$ cat src/rtl/addsub_pkg.sv
package addsub_pkg;
  localparam int unsigned SEL_W = 2;

  typedef enum logic [SEL_W-1:0] {
    B_FROM_REG = 2'd0,
    B_ZERO     = 2'd1,
    B_ALL_ONES = 2'd2,
    B_FROM_IMM = 2'd3
  } bsrc_e;

  typedef enum logic [SEL_W-1:0] {
    C_ZERO       = 2'd0,
    C_ONE        = 2'd1,
    C_CARRY_FLAG = 2'd2,
    C_RESERVED   = 2'd3
  } csrc_e;
endpackage

$ cat src/rtl/addsub_opa_stage.sv
module addsub_opa_stage #(
  parameter int unsigned W     = 64,
  parameter int unsigned IDX_W = 5
) (
  input  logic [IDX_W-1:0] idx,
  input  logic             zero_mode,
  input  logic [W-1:0]     data,
  input  logic             invert,
  output logic             rd_en,
  output logic [W-1:0]     a_pre,
  output logic [W-1:0]     a_eff
);
  logic idx_is_zero;
  logic substitute;

  assign idx_is_zero = (idx == '0);
  assign substitute  = zero_mode && idx_is_zero;
  assign rd_en       = !substitute;
  assign a_pre       = substitute ? '0 : data;
  // the inversion mask I is a replicated copy of the control bit
  assign a_eff       = a_pre ^ {W{invert}};
endmodule

$ cat src/rtl/addsub_opb_stage.sv
module addsub_opb_stage
  import addsub_pkg::*;
#(
  parameter int unsigned W     = 64,
  parameter int unsigned IMM_W = 16
) (
  input  logic [W-1:0]     reg_val,
  input  logic [IMM_W-1:0] imm,
  input  logic [SEL_W-1:0] sel,
  output logic [W-1:0]     opb
);
  function automatic logic [W-1:0] sext_imm(input logic [IMM_W-1:0] v);
    return {{(W-IMM_W){v[IMM_W-1]}}, v};
  endfunction

  bsrc_e sel_e;
  assign sel_e = bsrc_e'(sel);

  always_comb begin
    unique case (sel_e)
      B_FROM_REG: opb = reg_val;
      B_ZERO:     opb = '0;
      B_ALL_ONES: opb = '1;
      B_FROM_IMM: opb = sext_imm(imm);
      default:    opb = '0;
    endcase
  end
endmodule

$ cat src/rtl/addsub_cin_stage.sv
module addsub_cin_stage
  import addsub_pkg::*;
(
  input  logic [SEL_W-1:0] sel,
  input  logic             carry_flag,
  output logic             cin
);
  csrc_e sel_e;
  assign sel_e = csrc_e'(sel);

  always_comb begin
    unique case (sel_e)
      C_ZERO:       cin = 1'b0;
      C_ONE:        cin = 1'b1;
      C_CARRY_FLAG: cin = carry_flag;
      C_RESERVED:   cin = 1'b0;
      default:      cin = 1'b0;
    endcase
  end
endmodule

$ cat src/rtl/addsub_core.sv
module addsub_core #(
  parameter int unsigned W        = 64,
  parameter int unsigned NARROW_W = 32
) (
  input  logic [W-1:0] opa,
  input  logic [W-1:0] opb,
  input  logic         cin,
  output logic [W-1:0] sum,
  output logic         carry_out,
  output logic         carry_narrow
);
  function automatic logic [W:0] wide_add(input logic [W-1:0] x,
                                          input logic [W-1:0] y,
                                          input logic         c);
    return {1'b0, x} + {1'b0, y} + {{W{1'b0}}, c};
  endfunction

  logic [W:0] full;
  assign full      = wide_add(opa, opb, cin);
  assign sum       = full[W-1:0];
  assign carry_out = full[W];

  generate
    if (NARROW_W < W) begin : g_mid_carry
      // carry into bit NARROW_W is recovered from that bit's sum and inputs
      assign carry_narrow = full[NARROW_W] ^ opa[NARROW_W] ^ opb[NARROW_W];
    end else begin : g_top_carry
      assign carry_narrow = full[W];
    end
  endgenerate
endmodule

$ cat src/rtl/addsub_unit.sv
module addsub_unit
  import addsub_pkg::*;
#(
  parameter int unsigned XLEN     = 64,
  parameter int unsigned IDX_W    = 5,
  parameter int unsigned IMM_W    = 16,
  parameter int unsigned NARROW_W = 32
) (
  input  logic [IDX_W-1:0] srca_idx,
  input  logic             srca_zero_mode,
  input  logic [XLEN-1:0]  srca_data,
  output logic             srca_rd_en,
  input  logic             inv_a,
  input  logic [XLEN-1:0]  srcb_data,
  input  logic [IMM_W-1:0] imm16,
  input  logic [SEL_W-1:0] b_sel,
  input  logic [SEL_W-1:0] c_sel,
  input  logic             carry_flag_in,
  output logic [XLEN-1:0]  sum,
  output logic             carry_out,
  output logic             carry_out32
);
  logic [XLEN-1:0] a_pre;
  logic [XLEN-1:0] a_eff;
  logic [XLEN-1:0] opb_eff;
  logic            cin_eff;

  addsub_opa_stage #(.W(XLEN), .IDX_W(IDX_W)) opa_i (
    .idx       (srca_idx),
    .zero_mode (srca_zero_mode),
    .data      (srca_data),
    .invert    (inv_a),
    .rd_en     (srca_rd_en),
    .a_pre     (a_pre),
    .a_eff     (a_eff)
  );

  addsub_opb_stage #(.W(XLEN), .IMM_W(IMM_W)) opb_i (
    .reg_val (srcb_data),
    .imm     (imm16),
    .sel     (b_sel),
    .opb     (opb_eff)
  );

  addsub_cin_stage cin_i (
    .sel        (c_sel),
    .carry_flag (carry_flag_in),
    .cin        (cin_eff)
  );

  addsub_core #(.W(XLEN), .NARROW_W(NARROW_W)) core_i (
    .opa          (a_eff),
    .opb          (opb_eff),
    .cin          (cin_eff),
    .sum          (sum),
    .carry_out    (carry_out),
    .carry_narrow (carry_out32)
  );
endmodule

$ cat config.mk
export PLATFORM = sky130hd
export DESIGN_NAME = addsub_unit
export DESIGN_NICKNAME = d
export VERILOG_FILES = /design/src/rtl/addsub_pkg.sv /design/src/rtl/addsub_opa_stage.sv /design/src/rtl/addsub_opb_stage.sv /design/src/rtl/addsub_cin_stage.sv /design/src/rtl/addsub_core.sv /design/src/rtl/addsub_unit.sv
export SDC_FILE = /design/constraint.sdc
export NUM_CORES = 1
export LEC_CHECK = 0
export ABC_CLOCK_PERIOD_IN_PS = 10700
export BUFFER_PORTS_ARGS = -buffer_cell sky130_fd_sc_hd__buf_2
export CAP_MARGIN = 10
export CORE_MARGIN = 2
export CORE_UTILIZATION = 58
export DETAILED_ROUTE_END_ITERATION = 10
export PLACE_DENSITY = 0.91
export SLEW_MARGIN = 20
export SYNTH_ARGS = -nofsm -noshare
export SYNTH_HDL_FRONTEND = slang
export SYNTH_HIERARCHICAL = 1
export SYNTH_SLANG_ARGS = --single-unit
$ cat constraint.sdc
create_clock -name vclk -period 10.7
set_clock_uncertainty 0.15 [all_clocks]
set_input_delay 2.675 -clock vclk [all_inputs]
set_output_delay 2.675 -clock vclk [all_outputs]
set_load 0.02 [all_outputs]
## Yosys cells after proc, flatten, opt, wreduce, memory -nomap -nowiden

Index checks and enable logic that the tools add are counted.

| operators by class | value |
|---|---|
| bitwise logic cells | 3 |
| add/subtract/negate cells | 2 |
| equal/unequal tests | 6 |
| reductions and logical operators | 6 |
| muxes and demuxes | 3 |

Operators with widths:

| cell | number |
|---|---|
| $pmux W64 S4 | 1 |
| $add A64 B64 Y65 | 1 |
| $add A65 B1 Y65 | 1 |
| $mux W64 | 1 |
| $xor A64 B64 Y64 | 1 |
| $eq A2 B2 Y1 const B | 4 |
| $logic_not A5 Y1 | 1 |
| $eq A2 B1 Y1 const B | 2 |
| $logic_not A2 Y1 | 2 |
| $pmux W1 S3 | 1 |
| $reduce_or A2 Y1 | 1 |
| $xor A1 B1 Y1 | 2 |
| $logic_and A1 B1 Y1 | 1 |
| $logic_not A1 Y1 | 1 |

| storage, ports and cells | value |
|---|---|
| register bits | 0 |
| input port bits | 156 |
| output and inout port bits | 67 |
| logic and storage cells | 20 |

## Logic depth before layout (Yosys ltp)

| logic depth | value |
|---|---|
| depth after elaboration | 8 |
| mapped depth | 15 |
| gate-level depth less buffers | 14 |

## By module

Netlist, hierarchy kept.

Modules (own cells, without submodules):

| module | area each (µm²) | cells an instance | instances |
|---|---|---|---|
| addsub_core | 4175.3 | 612 | 1 |
| addsub_opa_stage | 1501.4 | 216 | 1 |
| addsub_opb_stage | 782.0 | 101 | 1 |
| addsub_cin_stage | 25.0 | 4 | 1 |

## Worst setup path after synthesis

No wires, ideal clock.

| timing path | value |
|---|---|
| kind | input to output |
| start | in srca_idx[1] |
| end | out sum[60] |
| buffers on the path | 1 |
| slack | 1511 ps |
| arrival time | 6364 ps |
| stages | 14 |
| data required time | 7875 ps |
| cells stage by stage | or4b_4 -> buf_6 -> o21ai_1 -> xnor2_1 -> fa_1 -> fa_1 -> a21o_1 -> a221o_1 -> a21oi_2 -> o41ai_2 -> o21ai_2 -> o21ai_2 -> a21o_1 -> a311oi_1 |

| between the ends | value |
|---|---|
| cells in the longest elaborated chain, start to end | 6 |

RTL lines:

| element | line | text |
|---|---|---|
| start, declared | addsub_unit.sv:9 | `input logic [IDX_W-1:0] srca_idx,` |
| $logic_not A5 Y1 | addsub_opa_stage.sv:16 | `assign idx_is_zero = (idx == '0);` |
| $logic_and A1 B1 Y1 | addsub_opa_stage.sv:17 | `assign substitute = zero_mode && idx_is_zero;` |
| $mux W64 | addsub_opa_stage.sv:19 | `assign a_pre = substitute ? '0 : data;` |
| $xor A64 B64 Y64 | addsub_opa_stage.sv:21 | `assign a_eff = a_pre ^ {W{invert}};` |
| net a_eff[0] | addsub_unit.sv:24 | `logic [XLEN-1:0] a_eff;` |
| $add A64 B64 Y65 | addsub_core.sv:15 | `return {1'b0, x} + {1'b0, y} + {{W{1'b0}}, c};` |
| $add A65 B1 Y65 | addsub_core.sv:15 |  |
| end, declared | addsub_unit.sv:19 | `output logic [XLEN-1:0] sum,` |

The timed path passes the listed nets, and every way through them passes these cells.

## Worst setup path in the final report

| timing path | value |
|---|---|
| start | in srca_idx[1] |
| end | out sum[54] |

Same word-level chain as after synthesis.

==> impl_metrics.tcl <==
set metrics [dict create \
    routedWlPerCell_um 18.0 \
    crit_type "input pin to output port" \
    die_w_um 108 \
    ant_nets 0 \
    status "finished clean" \
    path_max_fanout 36 \
    critPathLaunchType "input pin" \
    grt_pass1_wl_um 33400 \
    p_int_mw 0.322 \
    swShare_pct 63.0 \
    die_h_um 108 \
    finalSetupViolCount 0 \
    p_total_mw 0.872 \
    hpwlAfterDp_um 17300 \
    drv_slew 0 \
    crit_family "compound AO/OA/AOI/OAI gates" \
    ioPinCount 223 \
    utilization_pct 69.8 \
    critical_path.cell_chain "buf_2, or4b_4, buf_4, o21ai_2, xnor2_1, ha_1, a21oi_1, o21ai_0, a21boi_0, a311oi_1, nor2_1, o31ai_1, a21o_1, xor2_1, buf_2" \
    dieArea_mm2 0.0116 \
    p_seq_share_pct 0 \
    io_buffers 223 \
    setup_tns_ps 0 \
    max_stage_delay_ps 780 \
    num_rows 37 \
    syn_area_mm2 0.00624 \
    finalCriticalPeriod_ps 9920 \
    synth.avg_cell_area_um2 7.18 \
    hold_viol_final 0 \
    arrival_ps 7090 \
    drc 0 \
    clkbuf_count 0 \
    leakagePower_nw 3.18 \
    via_per_inst 6.40 \
    layout-drive-gt1-share_pct 31.3 \
    comb_power_share_pct 100.0 \
    tightest_slew_ps 760 \
    num_antenna_cells 0 \
    grt_pass1_vias 6924 \
    core_area_mm2 0.0104 \
    worstHoldPathType "input pin to output port" \
    wl_um 21000 \
    crit_slowest_cell "or4b_4" \
    layout.area.seq_um2 0 \
    grt_max_degree 49 \
    yosysWarnings 6 \
    synth_nets 1091 \
    place_area_mm2 0.00723 \
    seq_cell_count 0 \
    ir_drop_mv 0.105 \
    max_cap_violations 0 \
    num_vias 7475 \
    p_sw_mw 0.550 \
    finalWeightedCongestion 0.969 \
    drt_iter0_drc 606 \
    area.growth.synth_to_final_pct 15.9 \
    post_cts_resized 0 \
    post_cts_buffers 0 \
    final_area_mm2 0.00723 \
    final_nets 1256 \
    clock_power_share_pct 0 \
    syn_inst 869 \
    initial_core_util_pct 60.2 \
    slew_headroom_pct 48.8 \
    cts_hold_buf 0 \
    cp_data_required_time_ps 7880 \
    antenna_found_initial 0 \
    period_share_pct 92.7 \
    grt.overflow.total 0 \
    drtPass1Iterations 8 \
    path_common_cell "buf_2" \
    rsz0062_at_grt "false" \
    worst-path-buf-inv 3 \
    grt_usage_pct 34.7 \
    crit_path_end_kind "output port" \
    max_freq_mhz 101 \
    power_density_mw_per_mm2 121 \
]
==> layout by cell type (no fill, tap or decap), types with 9 or more instances in the layout <==
cell	count
nand2b_1	16
ha_1	64
a21o_1	37
inv_1	12
a21oi_1	87
a22o_1	15
xnor2_1	92
o21ai_0	36
o2bb2ai_1	49
nand3_1	16
o21ai_2	63
nor2_1	48
nand4_1	21
buf_2	222
xor2_1	30
nor3_1	10
o21ai_1	10
nand2_1	58
buf_4	9
==> tightest hold or removal path, delay by kind of cell <==
family                    cells  cell delay [ps]
AOI/OAI and AO/OA             1              150
xor gates and xnor gates      2              230
buffers and inverters         2              240
==> through the flow <==
stage	hold WS [ps]	setup WS [ps]	cells
5_1_grt	5870	551	1168
3_5_place_dp	5820	902	1168
2_1_floorplan	5610	1550	869
3_3_place_gp	5800	1020	1168
6_report	5830	783	1168
4_1_cts	5820	889	1168
==> metal layers <==
metal  wire [um]  up-vias  GRT usage (%)
met5           0        -              0
met4         682        0           11.4
met3        1700       62           2.42
met2        9860      409           61.4
met1        8750     3389           44.5
li1            -     3615              -
==> final cells by class <==
class	count	area, um^2
Tap cell	136	170
Inverter	14	52.6
Fill cell	918	3140
Timing Repair Buffer	232	1200
Multi-Input combinational cell	786	5810
==> worst paths after layout <==
path	from	to	slack, ps	depth (start not counted)
worst max-delay path	srca_idx[1]	sum[54]	780	15
worst min-delay path	srcb_data[32]	carry_out32	5830	5
==> power by group through the flow <==
stage                     Combinational, mW  Sequential (mW)  Clock (mW)
final                                 0.872                0           0
after global routing                  0.935                0           0
after CTS                             0.860                0           0
after detailed placement              0.856                0           0
after global placement                0.846                0           0
after floorplan                       0.617                0           0
(Power assumes the default switching activity.)
